===== src/rtl/cluster_rst_pkg.sv =====
package cluster_rst_pkg;
  localparam int unsigned CRC_REG_W     = 32;
  localparam int unsigned CRC_CORES     = 4;
  localparam int unsigned CRC_WARM_LSB  = 0;
  localparam int unsigned CRC_POR_LSB   = 10;
  localparam int unsigned CRC_L2_BIT    = 8;
  localparam logic [CRC_REG_W-1:0] CRC_RESET_VAL = 32'h0000_3D0F;
  localparam logic [CRC_REG_W-1:0] CRC_RSVD_MASK = 32'h0000_C2F0;

  // Request encoding for a single core.
  typedef struct packed {
    logic off;
    logic on;
  } core_req_t;
endpackage


===== src/rtl/crc_ctrl_reg.sv =====
module crc_ctrl_reg #(
  parameter int unsigned W = 32,
  parameter logic [W-1:0] RESET_VAL = '0,
  parameter logic [W-1:0] RSVD_MASK = '0
) (
  input  logic         clk,
  input  logic         rst_n,
  input  logic         wr_en,
  input  logic [W-1:0] wr_data,
  output logic [W-1:0] q,
  output logic [W-1:0] nxt
);
  localparam logic [W-1:0] KEEP = ~RSVD_MASK;
  localparam logic [W-1:0] INIT = RESET_VAL & KEEP;

  // Reserved bits never hold a one.
  assign nxt = wr_en ? (wr_data & KEEP) : q;

  always_ff @(posedge clk or negedge rst_n) begin
    if (!rst_n) q <= INIT;
    else        q <= nxt;
  end
endmodule


===== src/rtl/crc_edge_req.sv =====
module crc_edge_req
  import cluster_rst_pkg::*;
(
  input  logic      clk,
  input  logic      rst_n,
  input  logic      cur_bit,
  input  logic      nxt_bit,
  output core_req_t req
);
  core_req_t req_d;

  // Rising warm reset bit asks for power-off, falling bit for power-on.
  always_comb begin
    req_d.off = ~cur_bit &  nxt_bit;
    req_d.on  =  cur_bit & ~nxt_bit;
  end

  always_ff @(posedge clk or negedge rst_n) begin
    if (!rst_n) req <= '0;
    else        req <= req_d;
  end
endmodule


===== src/rtl/cluster_rst_ctrl.sv =====
module cluster_rst_ctrl
  import cluster_rst_pkg::*;
#(
  parameter int unsigned REG_W    = CRC_REG_W,
  parameter int unsigned CORES    = CRC_CORES,
  parameter int unsigned WARM_LSB = CRC_WARM_LSB,
  parameter int unsigned POR_LSB  = CRC_POR_LSB,
  parameter int unsigned L2_BIT   = CRC_L2_BIT,
  parameter logic [REG_W-1:0] RESET_VAL = CRC_RESET_VAL,
  parameter logic [REG_W-1:0] RSVD_MASK = CRC_RSVD_MASK
) (
  input  logic             clk,
  input  logic             rst_n,
  input  logic             wr_en,
  input  logic [REG_W-1:0] wr_data,
  output logic [REG_W-1:0] rd_data,
  output logic [CORES-1:0] core_warm_rst,
  output logic [CORES-1:0] core_por_rst,
  output logic             l2_rst,
  output logic [CORES-1:0] off_req,
  output logic [CORES-1:0] on_req
);
  logic [REG_W-1:0] reg_q;
  logic [REG_W-1:0] reg_nxt;

  crc_ctrl_reg #(
    .W        (REG_W),
    .RESET_VAL(RESET_VAL),
    .RSVD_MASK(RSVD_MASK)
  ) u_reg (
    .clk    (clk),
    .rst_n  (rst_n),
    .wr_en  (wr_en),
    .wr_data(wr_data),
    .q      (reg_q),
    .nxt    (reg_nxt)
  );

  for (genvar c = 0; c < CORES; c++) begin : g_core
    core_req_t req;

    crc_edge_req u_edge (
      .clk    (clk),
      .rst_n  (rst_n),
      .cur_bit(reg_q[WARM_LSB + c]),
      .nxt_bit(reg_nxt[WARM_LSB + c]),
      .req    (req)
    );

    assign off_req[c]       = req.off;
    assign on_req[c]        = req.on;
    assign core_warm_rst[c] = reg_q[WARM_LSB + c];
    assign core_por_rst[c]  = reg_q[POR_LSB + c];
  end

  assign l2_rst  = reg_q[L2_BIT];
  assign rd_data = reg_q;
endmodule


===== config.mk =====
export PLATFORM = sky130hd
export DESIGN_NAME = cluster_rst_ctrl
export DESIGN_NICKNAME = d
export VERILOG_FILES = /design/src/rtl/cluster_rst_pkg.sv /design/src/rtl/crc_ctrl_reg.sv /design/src/rtl/crc_edge_req.sv /design/src/rtl/cluster_rst_ctrl.sv
export SDC_FILE = /design/constraint.sdc
export NUM_CORES = 1
export LEC_CHECK = 0
export CORE_ASPECT_RATIO = 1.2
export CORE_MARGIN = 5
export CORE_UTILIZATION = 51
export CTS_BUF_LIST = sky130_fd_sc_hd__clkbuf_4 sky130_fd_sc_hd__clkbuf_8
export CTS_CLUSTER_DIAMETER = 60
export DETAILED_ROUTE_END_ITERATION = 10
export DONT_BUFFER_PORTS = 1
export GPL_TIMING_DRIVEN = 0
export HOLD_SLACK_MARGIN = 0.02
export PLACE_DENSITY = 0.66
export SETUP_SLACK_MARGIN = 0.02
export SKIP_CTS_REPAIR_TIMING = 1
export SYNTH_ARGS = -nofsm -noshare
export SYNTH_HDL_FRONTEND = slang
export SYNTH_HIERARCHICAL = 1
export SYNTH_SLANG_ARGS = --single-unit

===== constraint.sdc =====
create_clock -name clk -period 1.5 [get_ports clk]
set_clock_uncertainty 0.2 [all_clocks]
set_input_delay 0.075 -clock clk [delete_from_list [all_inputs] [get_ports clk]]
set_output_delay 0.075 -clock clk [all_outputs]
set_load 0.01 [all_outputs]

# Yosys cells after proc, flatten, opt, wreduce, memory -nomap -nowiden
# Index checks and enable logic that the tools add are counted.
classes:
  muxes: 1
  bitwise_logic: 16
ops:
  columns: ["op", "count"]
  rows:
  - ["1-bit bitwise AND", 8]
  - ["1-bit NOT", 8]
  - ["4-bit two-way mux", 1]
word_totals:
  reg_bits: 33
  in_bits: 35
  out_inout_bits: 49
  word_cells: 27

# Longest topological paths before layout
depth:
  ltp_word: 3
  ltp_mapped: 4
  depth_no_buf: 2

# Hierarchy
# Netlist, hierarchy kept.
modules_own_cells:
  columns: ["mod", "n_inst", "cells_per_inst", "area_per_inst_um2", "seq_area_each_um2"]
  rows:
  - ["crc_ctrl_reg", 1, 68, 1286.2, 812.0]
  - ["crc_edge_req", 4, 4, 65.1, 50.0]
  - ["cluster_rst_ctrl", 1, 9, 67.6, 0.0]

# Worst setup path after synthesis
# No wires, ideal clock.
synth_timing:
  kind: "reg2reg"
  start: "register u_reg.q[0]"
  end: "register g_core[0].u_edge/req[0] (netlist name)"
  setup_ns: 0.120
  arrival_time_ns: 0.908
  required_time_ns: 1.180
  setup_slack_ns: 0.273
  path_stages_with_launch: 3
  path_buffers: 0
  period_less_slack_ns: 1.227
  path_cell_list: "dfstp_2 > mux2_4 > and2b_2"
synth_lines:
  columns: ["element", "line", "source"]
  rows:
  - ["from (decl)", "crc_ctrl_reg.sv:10", "output logic [W-1:0] q,"]
  - ["from (signal assigned)", "crc_ctrl_reg.sv:21", "else q <= nxt;"]

==> summary.txt <==
Status: finished, final reports clean
Switching power: 0.521 mW
TritonRoute pass-1 iters: 2
CTS HTree Levels: 2
Yosys reg bits: 40
Final Instance Area: 2020 um^2
CTS buffer count: 5
Area share of fa/ha/maj cells after synthesis: 0
ANT nets after route: 0
Crit-path slowest cell: dlygate4sd3_1
DRC Markers: 0
Final worst slack: 0.147 ns
RePlAce Congestion: 0.582
Clock share of power: 0.252
Total congestion overflow: 0
Worst IR drop on VDD: 0.639 mV
Maximum clock path buffer count: 2
Sequential Power Share: 0.603
Area growth, synth to finish: 25.1%
Worst Tran Pin Value: 0.206 ns
Final Non-Filler Cells: 166
Placed instance area: 1660 um^2
Worst Setup EP: g_core[3].u_edge/req[0]$_DFF_PN0_
Synth async-reset ratio: 1.00
RSZ-0062 raised after global routing: false
Xor/xnor share of the synthesized area: 0
All-layer global routing usage: 0.115
Setup TNS Final: 0 ns
Net Sw Frac: 0.241
Vias in the first global route: 785
DR vias: 813
Synth Area in Simple Gates: 0.0643
Die Y-Extent: 71.6 um
Skew-Pair Late Insertion Delay: 0.32 ns
Synthesized area per cell: 17.4 um^2
Combinational share of power: 0.145
Placed insts: 129
Tot Pwr: 2.16 mW
Die Area: 4390 um^2
Max incr delay on CP: 0.55 ns
Port Buffer Count: 0
Post-Synthesis Cells: 93
TritonCTS sink count: 40
Worst min path class: in -> reg
Largest area contributor in the netlist: dfrtp_1
Layout cell share with drive strength beyond 1: 0.462
Top cells by count, synth: 31 x dfrtp_1, 23 x mux2_4, 11 x nor2b_1
Yosys Warn Count: 6
Final Hold Viols: 0
Combinational family with the most area after synthesis: multiplexers
Hold slack: 0.224 ns
Crit start category: primary input
Die W: 61.4 um
Initial DRC Count: 26
Power Density: 1070 nW/um^2
Post-synth EDFFs: 0
Mapped Nets: 128
Post-synthesis cell type count: 9
Post-Route WL: 2940 um
Floorplan row count: 22
CP endpoint kind: flop
Core area: 3060 um^2
Clk Tree Root Cell: clkbuf_4
Initial Utilization: 0.528
CP required: 1.57 ns
Top-count cell post-synth: dfrtp_1
RR Endpoint: g_core[3].u_edge/req[0]$_DFF_PN0_
Clock-pin slew on the worst setup and hold paths: 0.11 ns
Worst reg2reg setup slack: 0.22 ns
Sequential area share after synthesis: 0.627
Final setup fails: 0
Pre-CTS setup slack: 0.230 ns
First-pass GRT wire length: 3720 um
Post-synthesis compound-gate area fraction: 0
Worst slew margin: 0.863
Post-synthesis mux area share: 0.228
Worst Path Arrival: 1.42 ns
Worst r2r src: u_reg/q[3]$_DFF_PN1_
Final Util: 0.661
Net count, final: 164
I/O pins: 84
Mapped cell area: 1610 um^2
Worst R2R Path Depth: 2
P_leak: 0.961 nW
CTS tree: done
Initial antenna violation count: 0
Area contributors post-synth: dfrtp_1 48%, mux2_4 21%, dfstp_2 15%, nor2b_1 4.3%, buf_4 4.2%
Crit path from: wr_en
Max frequency: 739 MHz
Critical hold path startpoint: wr_data[30]
Vias per cell: 4.90
WL per Instance: 17.7 um
Slew Limit Fails: 0
Post-synth top area share: 0.481
Max-cap violation count: 0
Crit Path Max Fanout: 10
Crit Path Category: in -> reg
Internal power: 1.64 mW
Crit path cell chain: dlygate4sd3_1, buf_6, buf_12, mux2_4, and2b_2
Ys flop type: dfrtp_1
Period utilization: 0.902
Time the worst path needs with I/O delays and setup: 1.35 ns
Diodes inserted: 0
Largest net degree at the start of global routing: 41
metal layers:
| metal | global-route usage | routed length (um) |
|---|---|---|
| met1 | 0.123 | 1060 |
| met2 | 0.175 | 1500 |
| met3 | 0.0739 | 353 |
| met4 | 0.0495 | 16 |
| met5 | 0 | 0 |
cell families (layout without fill, tap and decap cells):
group         Yosys count  after routing
flops                  40             40
simple gates           15             15
mux                    25             25
buf+inv                13             50
cell type report:
type	count	area [um^2]
Multi-Input combinational cell	40	472
Fill cell	203	1040
Clock buffer	8	60.1
Tap cell	36	45.0
Buffer	13	130
Sequential cell	40	1010
Timing Repair Buffer	29	300
worst max-delay path: cells and delay by family:
family	cells	cell delay, ns
buffers and inverters	3	0.85
and+or+nand+nor	1	0.20
muxes	1	0.30
worst min path at each step:
stage                                        endpoint  slack, ns  depth (start not counted)
global route                    u_reg/q[12]$_DFF_PN1_       0.21                          2
floorplan           g_core[0].u_edge/req[0]$_DFF_PN0_      -0.42                          0
CTS                             u_reg/q[30]$_DFF_PN0_      -0.79                          0
global placement                u_reg/q[23]$_DFF_PN0_      -0.42                          0
finish                          u_reg/q[30]$_DFF_PN0_       0.22                          2
detailed placement              u_reg/q[22]$_DFF_PN0_      -0.42                          0
power groups by stage:
| stage | logic [mW] | registers (mW) | clock network (mW) |
|---|---|---|---|
| detailed placement | 0.228 | 1.32 | 0 |
| floorplan | 0.210 | 1.30 | 0 |
| CTS | 0.228 | 1.30 | 0.568 |
| global placement | 0.223 | 1.32 | 0 |
| global route | 0.336 | 1.32 | 0.614 |
| finish | 0.312 | 1.30 | 0.545 |
placed cells by master (no fill, tap or decap):
cell and count:
dfrtp_1 31, dlygate4sd3_1 28, mux2_4 23, nor2b_1 11
buf_4 9, dfstp_2 9, clkbuf_4 8, and2b_2 4
buf_12 3, buf_6 2, mux2_2 2
registers in the layout, indices dropped and copies added (netlist names):
register,cells
g_core.u_edge/req,8
u_reg/q,32
Power figures use the tool's default switching activity.
